File: src/rtl/cic_pkg.sv
package cic_pkg;

    // Bit growth of the interpolator: ceil(log2((rmax*m)^n / rmax))
    function automatic int gain_bits(input int rmax, input int m, input int n);
        longint p;
        int     g;
        p = 1;
        for (int i = 0; i < n; i++) begin
            p = p * longint'(rmax * m);
        end
        p = p / longint'(rmax);
        g = 0;
        while ((longint'(1) << g) < p) begin
            g++;
        end
        return g;
    endfunction

endpackage

File: src/rtl/cic_ctrl.sv
module cic_ctrl #(
    parameter int RMAX     = 8,
    parameter int VAR_RATE = 1,
    parameter int R_FIX    = 8,
    parameter int CW       = 4
) (
    input  logic        clk,
    input  logic        srst,
    input  logic        valid_in,
    input  logic [11:0] rate_in,
    output logic        accept,
    output logic        ready,
    output logic        step,
    output logic        first,
    output logic        valid_out
);

    typedef struct packed {
        logic          busy;
        logic          acc_en;
        logic          vout;
        logic [CW-1:0] cnt;
        logic [CW-1:0] rate;
    } ctrl_t;

    ctrl_t         st_d, st_q;
    logic [CW-1:0] rate_sel;
    logic          last;

    generate
        if (VAR_RATE != 0) begin : g_var
            always_comb begin
                if (rate_in == 12'd0) begin
                    rate_sel = CW'(1);
                end else if (rate_in > 12'(RMAX)) begin
                    rate_sel = CW'(RMAX);
                end else begin
                    rate_sel = rate_in[CW-1:0];
                end
            end
        end else begin : g_fix
            assign rate_sel = CW'(R_FIX);
        end
    endgenerate

    assign last      = st_q.busy && (st_q.cnt == st_q.rate - CW'(1));
    assign accept    = valid_in && st_q.acc_en && !srst;
    assign ready     = !srst && !accept && (!st_q.busy || last);
    assign step      = st_q.busy;
    assign first     = st_q.busy && (st_q.cnt == '0);
    assign valid_out = st_q.vout;

    always_comb begin
        st_d        = st_q;
        st_d.acc_en = ready;
        st_d.vout   = st_q.busy;
        if (accept) begin
            st_d.busy = 1'b1;
            st_d.cnt  = '0;
            st_d.rate = rate_sel;
        end else if (st_q.busy) begin
            if (last) begin
                st_d.busy = 1'b0;
            end else begin
                st_d.cnt = st_q.cnt + CW'(1);
            end
        end
        if (srst) begin
            st_d = '0;
        end
    end

    always_ff @(posedge clk) begin
        st_q <= st_d;
    end

endmodule

File: src/rtl/cic_comb_chain.sv
module cic_comb_chain #(
    parameter int DW = 16,
    parameter int IW = 25,
    parameter int N  = 3,
    parameter int M  = 2
) (
    input  logic          clk,
    input  logic          srst,
    input  logic          en,
    input  logic [DW-1:0] x,
    output logic [IW-1:0] y
);

    typedef struct packed {
        logic [N*M-1:0][IW-1:0] dly;
    } comb_t;

    comb_t               st_d, st_q;
    logic [N:0][IW-1:0]  tap;

    always_comb begin
        tap[0] = {{(IW-DW){x[DW-1]}}, x};
        for (int i = 0; i < N; i++) begin
            tap[i+1] = tap[i] - st_q.dly[i*M + M - 1];
        end
        st_d = st_q;
        if (en) begin
            for (int i = 0; i < N; i++) begin
                for (int j = M - 1; j > 0; j--) begin
                    st_d.dly[i*M + j] = st_q.dly[i*M + j - 1];
                end
                st_d.dly[i*M] = tap[i];
            end
        end
        if (srst) begin
            st_d = '0;
        end
    end

    assign y = tap[N];

    always_ff @(posedge clk) begin
        st_q <= st_d;
    end

endmodule

File: src/rtl/cic_integ_chain.sv
module cic_integ_chain #(
    parameter int IW = 25,
    parameter int N  = 3
) (
    input  logic          clk,
    input  logic          srst,
    input  logic          step,
    input  logic [IW-1:0] x,
    output logic [IW-1:0] y
);

    typedef struct packed {
        logic [N-1:0][IW-1:0] acc;
    } integ_t;

    integ_t              st_d, st_q;
    logic [N:0][IW-1:0]  sum;

    always_comb begin
        sum[0] = x;
        st_d   = st_q;
        for (int i = 0; i < N; i++) begin
            sum[i+1] = st_q.acc[i] + sum[i];
            if (step) begin
                st_d.acc[i] = sum[i+1];
            end
        end
        if (srst) begin
            st_d = '0;
        end
    end

    assign y = st_q.acc[N-1];

    always_ff @(posedge clk) begin
        st_q <= st_d;
    end

endmodule

File: src/rtl/cic_interp.sv
module cic_interp
    import cic_pkg::*;
#(
    parameter int DW        = 16,
    parameter int N         = 3,
    parameter int M         = 2,
    parameter int RMAX      = 8,
    parameter int VAR_RATE  = 1,
    parameter int R_FIX     = 8,
    parameter int FULL_PREC = 1
) (
    input  logic        clk,
    input  logic        srst,
    input  logic [DW-1:0] data_in,
    input  logic        valid_in,
    input  logic [11:0] rate_in,
    output logic        ready,
    output logic [((FULL_PREC != 0) ? (DW + gain_bits(RMAX, M, N)) : DW)-1:0] data_out,
    output logic        valid_out
);

    localparam int GB = gain_bits(RMAX, M, N);
    localparam int IW = DW + GB;
    localparam int CW = $clog2(RMAX + 1);

    typedef struct packed {
        logic [IW-1:0] up;
    } top_t;

    top_t          st_d, st_q;
    logic          accept, step, first;
    logic [IW-1:0] comb_y, stuffed, integ_y;

    cic_ctrl #(
        .RMAX(RMAX), .VAR_RATE(VAR_RATE), .R_FIX(R_FIX), .CW(CW)
    ) u_ctrl (
        .clk(clk), .srst(srst), .valid_in(valid_in), .rate_in(rate_in),
        .accept(accept), .ready(ready), .step(step), .first(first),
        .valid_out(valid_out)
    );

    cic_comb_chain #(.DW(DW), .IW(IW), .N(N), .M(M)) u_comb (
        .clk(clk), .srst(srst), .en(accept), .x(data_in), .y(comb_y)
    );

    // Hold the comb result for the first output phase; others see zero.
    always_comb begin
        st_d = st_q;
        if (accept) begin
            st_d.up = comb_y;
        end
        if (srst) begin
            st_d = '0;
        end
    end

    always_ff @(posedge clk) begin
        st_q <= st_d;
    end

    assign stuffed = first ? st_q.up : '0;

    cic_integ_chain #(.IW(IW), .N(N)) u_integ (
        .clk(clk), .srst(srst), .step(step), .x(stuffed), .y(integ_y)
    );

    generate
        if (FULL_PREC != 0) begin : g_full
            assign data_out = integ_y;
        end else begin : g_trunc
            assign data_out = integ_y[IW-1 -: DW];
        end
    endgenerate

endmodule


File: config.mk
export PLATFORM = sky130hd
export DESIGN_NAME = cic_interp
export DESIGN_NICKNAME = d
export VERILOG_FILES = /design/src/rtl/cic_pkg.sv /design/src/rtl/cic_ctrl.sv /design/src/rtl/cic_comb_chain.sv /design/src/rtl/cic_integ_chain.sv /design/src/rtl/cic_interp.sv
export SDC_FILE = /design/constraint.sdc
export NUM_CORES = 1
export LEC_CHECK = 0
export BUFFER_PORTS_ARGS = -buffer_cell sky130_fd_sc_hd__buf_2
export CORE_UTILIZATION = 55
export CTS_CLUSTER_SIZE = 8
export DETAILED_ROUTE_END_ITERATION = 10
export PLACE_DENSITY_LB_ADDON = 0.08
export SYNTH_ARGS = -nofsm -noshare
export SYNTH_HDL_FRONTEND = slang
export SYNTH_SLANG_ARGS = --single-unit
export TNS_END_PERCENT = 20
File: constraint.sdc
create_clock -name clk -period 8.5 [get_ports clk]
set_clock_uncertainty 0.2 [all_clocks]
set_input_delay 0.85 -clock clk [delete_from_list [all_inputs] [get_ports clk]]
set_output_delay 0.85 -clock clk [all_outputs]
set_load 0.02 [all_outputs]
==> results list, run 1 <==
- The repair_antennas step left the layout with diodes totalling 0.
- Setup repair after global routing left no endpoint under its margin.
* Clock tree sinks: about 230
- Tightest Pin Transition: roughly 0.87 ns
- Number of synthesized flops with an enable pin: 0
- Number of input and output port buffers inserted: 57
* Via count of the first global-routing pass: between 10000 and 15000
- The number of gates resized after CTS was 0.
- In this run the number of H-tree levels came out at 2.
- Number of failing hold endpoints at the final stage: 0
- The completed layout was analyzed and its total power is 0.00293 W.
- For the worst-skew pair, the clock arrives at the later sink with an insertion delay of 0.50 ns.
- Worst-case headroom to the max-slew limit: 0.421
* I/O pin count: slightly below 60
- Clock-pin slew was measured on the worst setup and hold paths at about 0.050 ns.
- Power density over the cells: roughly 200 nW/um^2
* Max-slew violation total from the final report: 0
- Mean number of vias per cell: about 5.4
- In this run the worst path has a maximum fanout of 25.
* First drt pass iteration count: 5
* Remaining routing DRC violations: 0
- Proportion of layout cells with a drive suffix above 1: 0.0796
* Final-layout setup total negative slack: 0 ns
* Number of antenna violations at the first check in global routing: 0
- Data required time at the worst endpoint: roughly 8.7 ns
- In this run the deepest clock path goes through 3 buffers.
* Via count: roughly 11000
* Library cell contributing the largest single delay on the critical path: dfxtp_1
* Die area: approximately 26000 um^2
- On the worst path, the slowest cell contributes a delay of 0.43 ns.
- In the synthesized netlist the async set-or-reset flop fraction comes to 0.
- # nets final: 1800
- In the final routed layout, each cell accounts on average for approximately 14 um.
- The most used flip-flop cell after synthesis is dfxtp_1.
* Total CTS buffers: 34
- TritonCTS clock tree: done
* Sequential-to-total area share from yosys stat: 0.330
* Biggest area consumer among synthesized cells: dfxtp_1
- Synth cell count leaders: dfxtp_1 (227), nor2_1 (140), nand2_1 (134)
- Post-synth design cell area: between 10000 and 15000 um^2
- After technology mapping, the gate count stands at roughly 1600.
- Area growth from synthesis to final layout: 9.50%
* Kind of critical path: reg -> reg
- The region available for standard cell placement spans around 24000 um^2.
- In this run the mean area of a mapped cell was 8.55 um^2.
* Syn nets: about 1800
* Synth area leaders: dfxtp_1 (33%), ha_1 (12%), xnor2_1 (4.8%)
- Buffers inserted to repair hold after CTS numbered 0.
- The synthesized design contains 227 register bits.
- Die H: approximately 160 um
- Leakage power summed over all cells: ~6.6 nW
- Remaining Overflow, GRT: 0
* Post-route ant nets: 0
* Final clock period utilization by the worst path: 0.854
* Worst Slack Setup Final: around 1.2 ns
- Library cells used by synthesis: 70
- Before CTS, the worst setup slack after placement is around 1.1 ns.
* Kind of end point of the critical path: register
* Setup slack on the worst flop-to-flop path: approximately 1.2 ns
* Area share of the leading cell type in the synthesized netlist: 0.330
* WL final: between 20000 and 30000 um
* Most prevalent standard cell on the critical path: ha_1
* Weighted congestion reported at the end of routability-driven placement: around 0.91
- Setup violations remaining at the end of the flow were counted as 0.
- For this run, the top clock speed supported by timing is 0.138 GHz.
* HP Class: reg -> reg
- Initial core utilization: 0.564
- Largest net degree at the start of global routing: 91
- Util after Layout: 0.617
- In this run, the number of DRC markers left after iteration 0 of detailed routing was 380.
- For this run, the total global-route usage over all layers was measured as 0.210.
- Half-perimeter wire length after detailed placement: ~19000 um
- The worst setup path is launched from a register.
* Warnings from Yosys: 0
- Minimum clock period after layout: 7.26 ns
* Worst vdd rail ir drop: between 150 and 200 uV
- Post-CTS Repair Setup Buffers: 0
* Run status: finished, final reports clean
* Global-route wire length before repair: between 40000 and 50000 um
* DIE WIDTH: 160 um
- STA puts the critical path data arrival time at roughly 7.5 ns.
- Max Cap Violations: 0
- Most frequently used cell type in the post-synthesis netlist: dfxtp_1
- The tree is rooted in a clkbuf_16.
- Row generation in the floorplan step produced 57 rows.
layout by cell type, fill, tap and decap left out, types with 4 or more instances in the layout:
master,count
a22o_1,36
o21ai_0,123
nor3_1,12
buf_4,9
a21o_1,48
fa_1,6
nand3b_1,22
o31a_1,5
o221ai_1,4
clkbuf_16,35
a211oi_1,17
o21bai_1,19
and2_1,29
xor2_1,37
o21ai_1,14
xnor2_1,76
o31ai_1,10
a21oi_1,94
nand2b_1,16
dfxtp_1,226
ha_1,133
a21boi_0,4
nor4_1,4
o21a_1,15
buf_2,56
a31oi_1,8
inv_1,109
nor2_1,139
nor2b_1,14
nor3b_1,12
mux2i_1,66
nand3_1,20
or2_2,5
and3_1,11
or3_1,7
nand2_1,134
sequential cells by signal (all words and copies together), names as in the netlist:
name              flops
u_ctrl.valid_out      1
st_q                 25
u_ctrl.st_q           9
u_ctrl.step           1
u_integ.st_q         50
u_comb.st_q         116
u_integ.y            25
metal layers:
metal  vias up  part of all wire  GRT usage
met2       144              0.47      0.378
met1      4837              0.48      0.257
met4         0             0.018     0.0610
met5         -                 0          0
met3        36             0.031     0.0314
li1       5629                 -          -
final timing paths:
check | start | end | depth (start not counted)
hold reg to reg | u_comb.st_q[61] | u_comb.st_q[86] | 2
setup / recovery | u_ctrl.st_q[4] | u_integ.y[24] | 32
setup reg to reg | u_ctrl.st_q[4] | u_integ.y[24] | 32
hold / removal | u_comb.st_q[61] | u_comb.st_q[86] | 2
power breakdown:
part / internal, W / switching [W]
clock: 0.000728 / 0.000461
combinational: 0.000260 / 0.000345
sequential: 0.00111 / 0.0000225
total: 0.00210 / 0.000828
layout make-up:
cell class / instances / area (um^2)
inverters: 109 / 409
repair buffers: 65 / 348
well taps: 324 / 405
fillers: 2229 / 9330
clock buffers: 36 / 880
clock inverters: 3 / 40.0
multi-input cells: 1193 / 8430
flip-flops and latches: 227 / 4550
logic make-up after synthesis:
kind of cell / count (synthesis) / share of synthesized area
buffers and inverters: 188 / 0.0587
multiplexers: 66 / 0.0480
XOR/XNOR: 114 / 0.0736
AO/OA/AOI/OAI: 436 / 0.209
adder cells (fa/ha/maj): 139 / 0.130
flip-flops: 227 / 0.330
AND/OR/NAND/NOR: 438 / 0.151
through the flow:
stage	cell area, um^2	instances	hold slack (ns)
after floorplan	13800	1608	0.217
after global placement	14100	1918	0.225
after detailed placement	14100	1918	0.234
after CTS	15100	1957	0.240
after global routing	15100	1957	0.261
final	15100	1957	0.240
worst max-delay path: cells and delay by family (launching register included):
kind | cells | cell delay, ns
buffers and inverters | 3 | 0.38
DFF | 1 | 0.43
AOI/OAI and AO/OA | 14 | 2.63
adders and majority gates | 5 | 1.53
xor gates and xnor gates | 3 | 0.60
and+or+nand+nor | 7 | 1.37
Power figures use the tool's default switching activity.
==> inputs of run 2 (changes only) <==
==> constraint.sdc (replaced) <==
create_clock -name clk -period 7.45 [get_ports clk]
set_clock_uncertainty 0.2 [all_clocks]
set_input_delay 0.745 -clock clk [delete_from_list [all_inputs] [get_ports clk]]
set_output_delay 0.745 -clock clk [all_outputs]
set_load 0.02 [all_outputs]
==> results list, run 2 (synthesized netlist as in run 1, its figures left out) <==
- FF/Latch Area: ~4500 um^2
- Maximum fanout encountered on the critical timing path: 12
- TritonCTS created 34 clock buffers.
- Half-perimeter wire length after detailed placement: 18400 um
* Post-route standard cell area excluding fillers: 15100 um^2
- Antenna diode instance count: 0
- Post-route ant nets: 0
- Measured along the x axis, the die boundary spans 160 um.
- Library cell contributing the largest single delay on the critical path: or3_1
* Remaining Overflow, GRT: 0
- Minimum clock period after layout: approximately 6.9 ns
- For this configuration, the core starts out at a cell density of 0.564.
* Overall global routing resource usage: 0.211
- Count of standard-cell rows: 57
* Maximum single-stage delay on the critical path: approximately 0.43 ns
* Leakage power summed over all cells: 6.60 nW
- The largest registers in the layout are u_comb.st_q (116), u_integ.st_q (50).
* Launch point of the worst hold path: u_comb.st_q[61]
* Number of cells in the finished layout apart from fillers: just under 2000
- Mean number of vias per cell: around 5.4
- Worst-case headroom to the max-slew limit: 0.384
- Based on the critical path, the design can be clocked at up to 0.145 GHz.
* Critical path launch point type: register
- At the worst endpoint, the arrival time is between 7 and 8 ns.
* Kind of end point of the critical path: register
- Via count of the first global-routing pass: between 10000 and 15000
* Hold Crit Depth: 2
- Largest net degree at the start of global routing: 85
- Leaving out fill and tap cells, the most frequent cell in the layout is dfxtp_1.
- The final number of max-transition violations was 0.
- Placed insts: just under 2000
- The path with the worst hold slack has its endpoint at u_comb.st_q[86].
* Multi-input combinational cell area: 8470 um^2
- HP Class: reg -> reg
- Core area: ~24000 um^2
- In this run the number of H-tree levels came out at 2.
* Die H: roughly 160 um
* Tightest Pin Transition: slightly above 0.9 ns
- Latest clock arrival within the worst-skew pair: approximately 0.5 ns
- After detailed routing, the number of remaining DRC violations is 0.
* Number of antenna violations at the first check in global routing: 0
- In this run, post-CTS hold repair placed 0 buffers.
- In the finished design, the share of the clock period the worst path needs comes to 0.927.
- The worst register-to-register path has a depth of 30.
* Top library cells by usage in the layout, fill and taps aside: dfxtp_1 (226), nor2_1 (139), nand2_1 (134)
- Violation count after the first detailed-routing iteration: approximately 400
- After clock tree synthesis, the clock-pin slew on the worst setup and hold paths is roughly 0.050 ns.
- Flip-flop count of the largest register, all copies and words added: roughly 120
* Max Cap Violations: 0
* Via count: about 11000
- First drt pass iteration count: 5
- Final-layout setup total negative slack: 0 ns
* Routed WL per cell: 13.7 um
* Finish-stage setup viols: 0
* Worst reg2reg path startpoint: u_ctrl.st_q[4]
* Clock Tree Buf Depth: 3
- The die covers 25600 um^2.
- WL final: 26800 um
* Setup slack on the worst flop-to-flop path: approximately 0.54 ns
- Run status: finished, final reports clean
* Power density over the cells: about 220 nW/um^2
- Area growth from synthesis to final layout: 10.1%
* Number of failing hold endpoints at the final stage: 0
- In the final layout, the share of cells above drive strength 1 is 0.0836.
* Kind of critical path: reg -> reg
- I/O pin count: between 50 and 60
- TritonCTS built the clock tree.
- Setup repair after global routing left no endpoint under its margin.
- Total power for the finished layout comes to 0.00336 W.
* Clk Tree Root Cell: clkbuf_16
- Post-detailed-placement cell area: approximately 14000 um^2
- Global-route wire length before repair: 46100 um
- Fill cells in the final layout number 2169.
* Data required time at the worst endpoint: 7.64 ns
- In this run the critical register-to-register path is captured at u_integ.y[24].
- The net count of the finished layout is 1805.
- Weighted congestion reported at the end of routability-driven placement: 0.885
* Register bank with the most flops: u_comb.st_q
* Clock tree sinks: about 230
- Worst vdd rail ir drop: 169 uV
- The count of buffers added on input and output ports is 57.
## run 2: area by class of cell
cell class	count	share of cell area
Tap cell	324	0.0268
Multi-Input combinational cell	1193	0.559
Inverter	109	0.0270
Clock buffer	37	0.0583
Timing Repair Buffer	70	0.0257
Clock inverter	2	0.00256
Sequential cell	227	0.300
## run 2: how the worst max path moves through the flow
stage | from | to | slack (ns) | cells after the start
floorplan | u_ctrl.st_q[4] | u_integ.y[24] | 0.75 | 30
global placement | data_in[0] | st_q[24] | 0.32 | 32
detailed placement | data_in[0] | st_q[24] | 0.24 | 32
CTS | u_ctrl.st_q[4] | u_integ.y[24] | 0.40 | 32
global route | u_ctrl.st_q[4] | u_integ.y[24] | 0.06 | 30
finish | u_ctrl.st_q[4] | u_integ.y[24] | 0.54 | 30
## run 2: stage by stage
stage          utilization  setup WS [ns]  hold WS, ns
3_3_place_gp         0.581          0.324        0.225
5_1_grt              0.621         0.0569        0.258
4_1_cts              0.618          0.404        0.243
2_1_floorplan            -          0.754        0.217
3_5_place_dp         0.581          0.236        0.234
6_report             0.621          0.544        0.241
## run 2: what timing repair did
| action | in CTS | in global routing |
|---|---|---|
| resized for setup | 0 | 5 |
| endpoints found under the setup margin | 0 | 1 |
| buffers inserted | 0 | 1 |
## run 2: routing by layer
layer | vias up | share of wire | routed length, um | global-route usage
li1 | 5637 | - | - | -
met1 | 4859 | 0.48 | 12800 | 0.256
met2 | 119 | 0.48 | 12900 | 0.389
met3 | 43 | 0.025 | 682 | 0.0283
met4 | 0 | 0.018 | 469 | 0.0541
met5 | - | 0 | 0 | 0
## run 2: critical path, delay by kind of cell (launching register included)
family | cells | cell delay [ns]
xor+xnor | 3 | 0.70
compound gates | 15 | 3.00
fa+ha+maj | 4 | 1.18
buf+inv | 2 | 0.25
simple gates | 6 | 1.07
flops | 1 | 0.41
## run 2: power by group
group	leakage [nW]	internal (W)	switching [W]	total, W
registers	1.84	0.00127	0.0000244	0.00129
logic	4.31	0.000301	0.000397	0.000699
clock network	0.452	0.000860	0.000510	0.00137
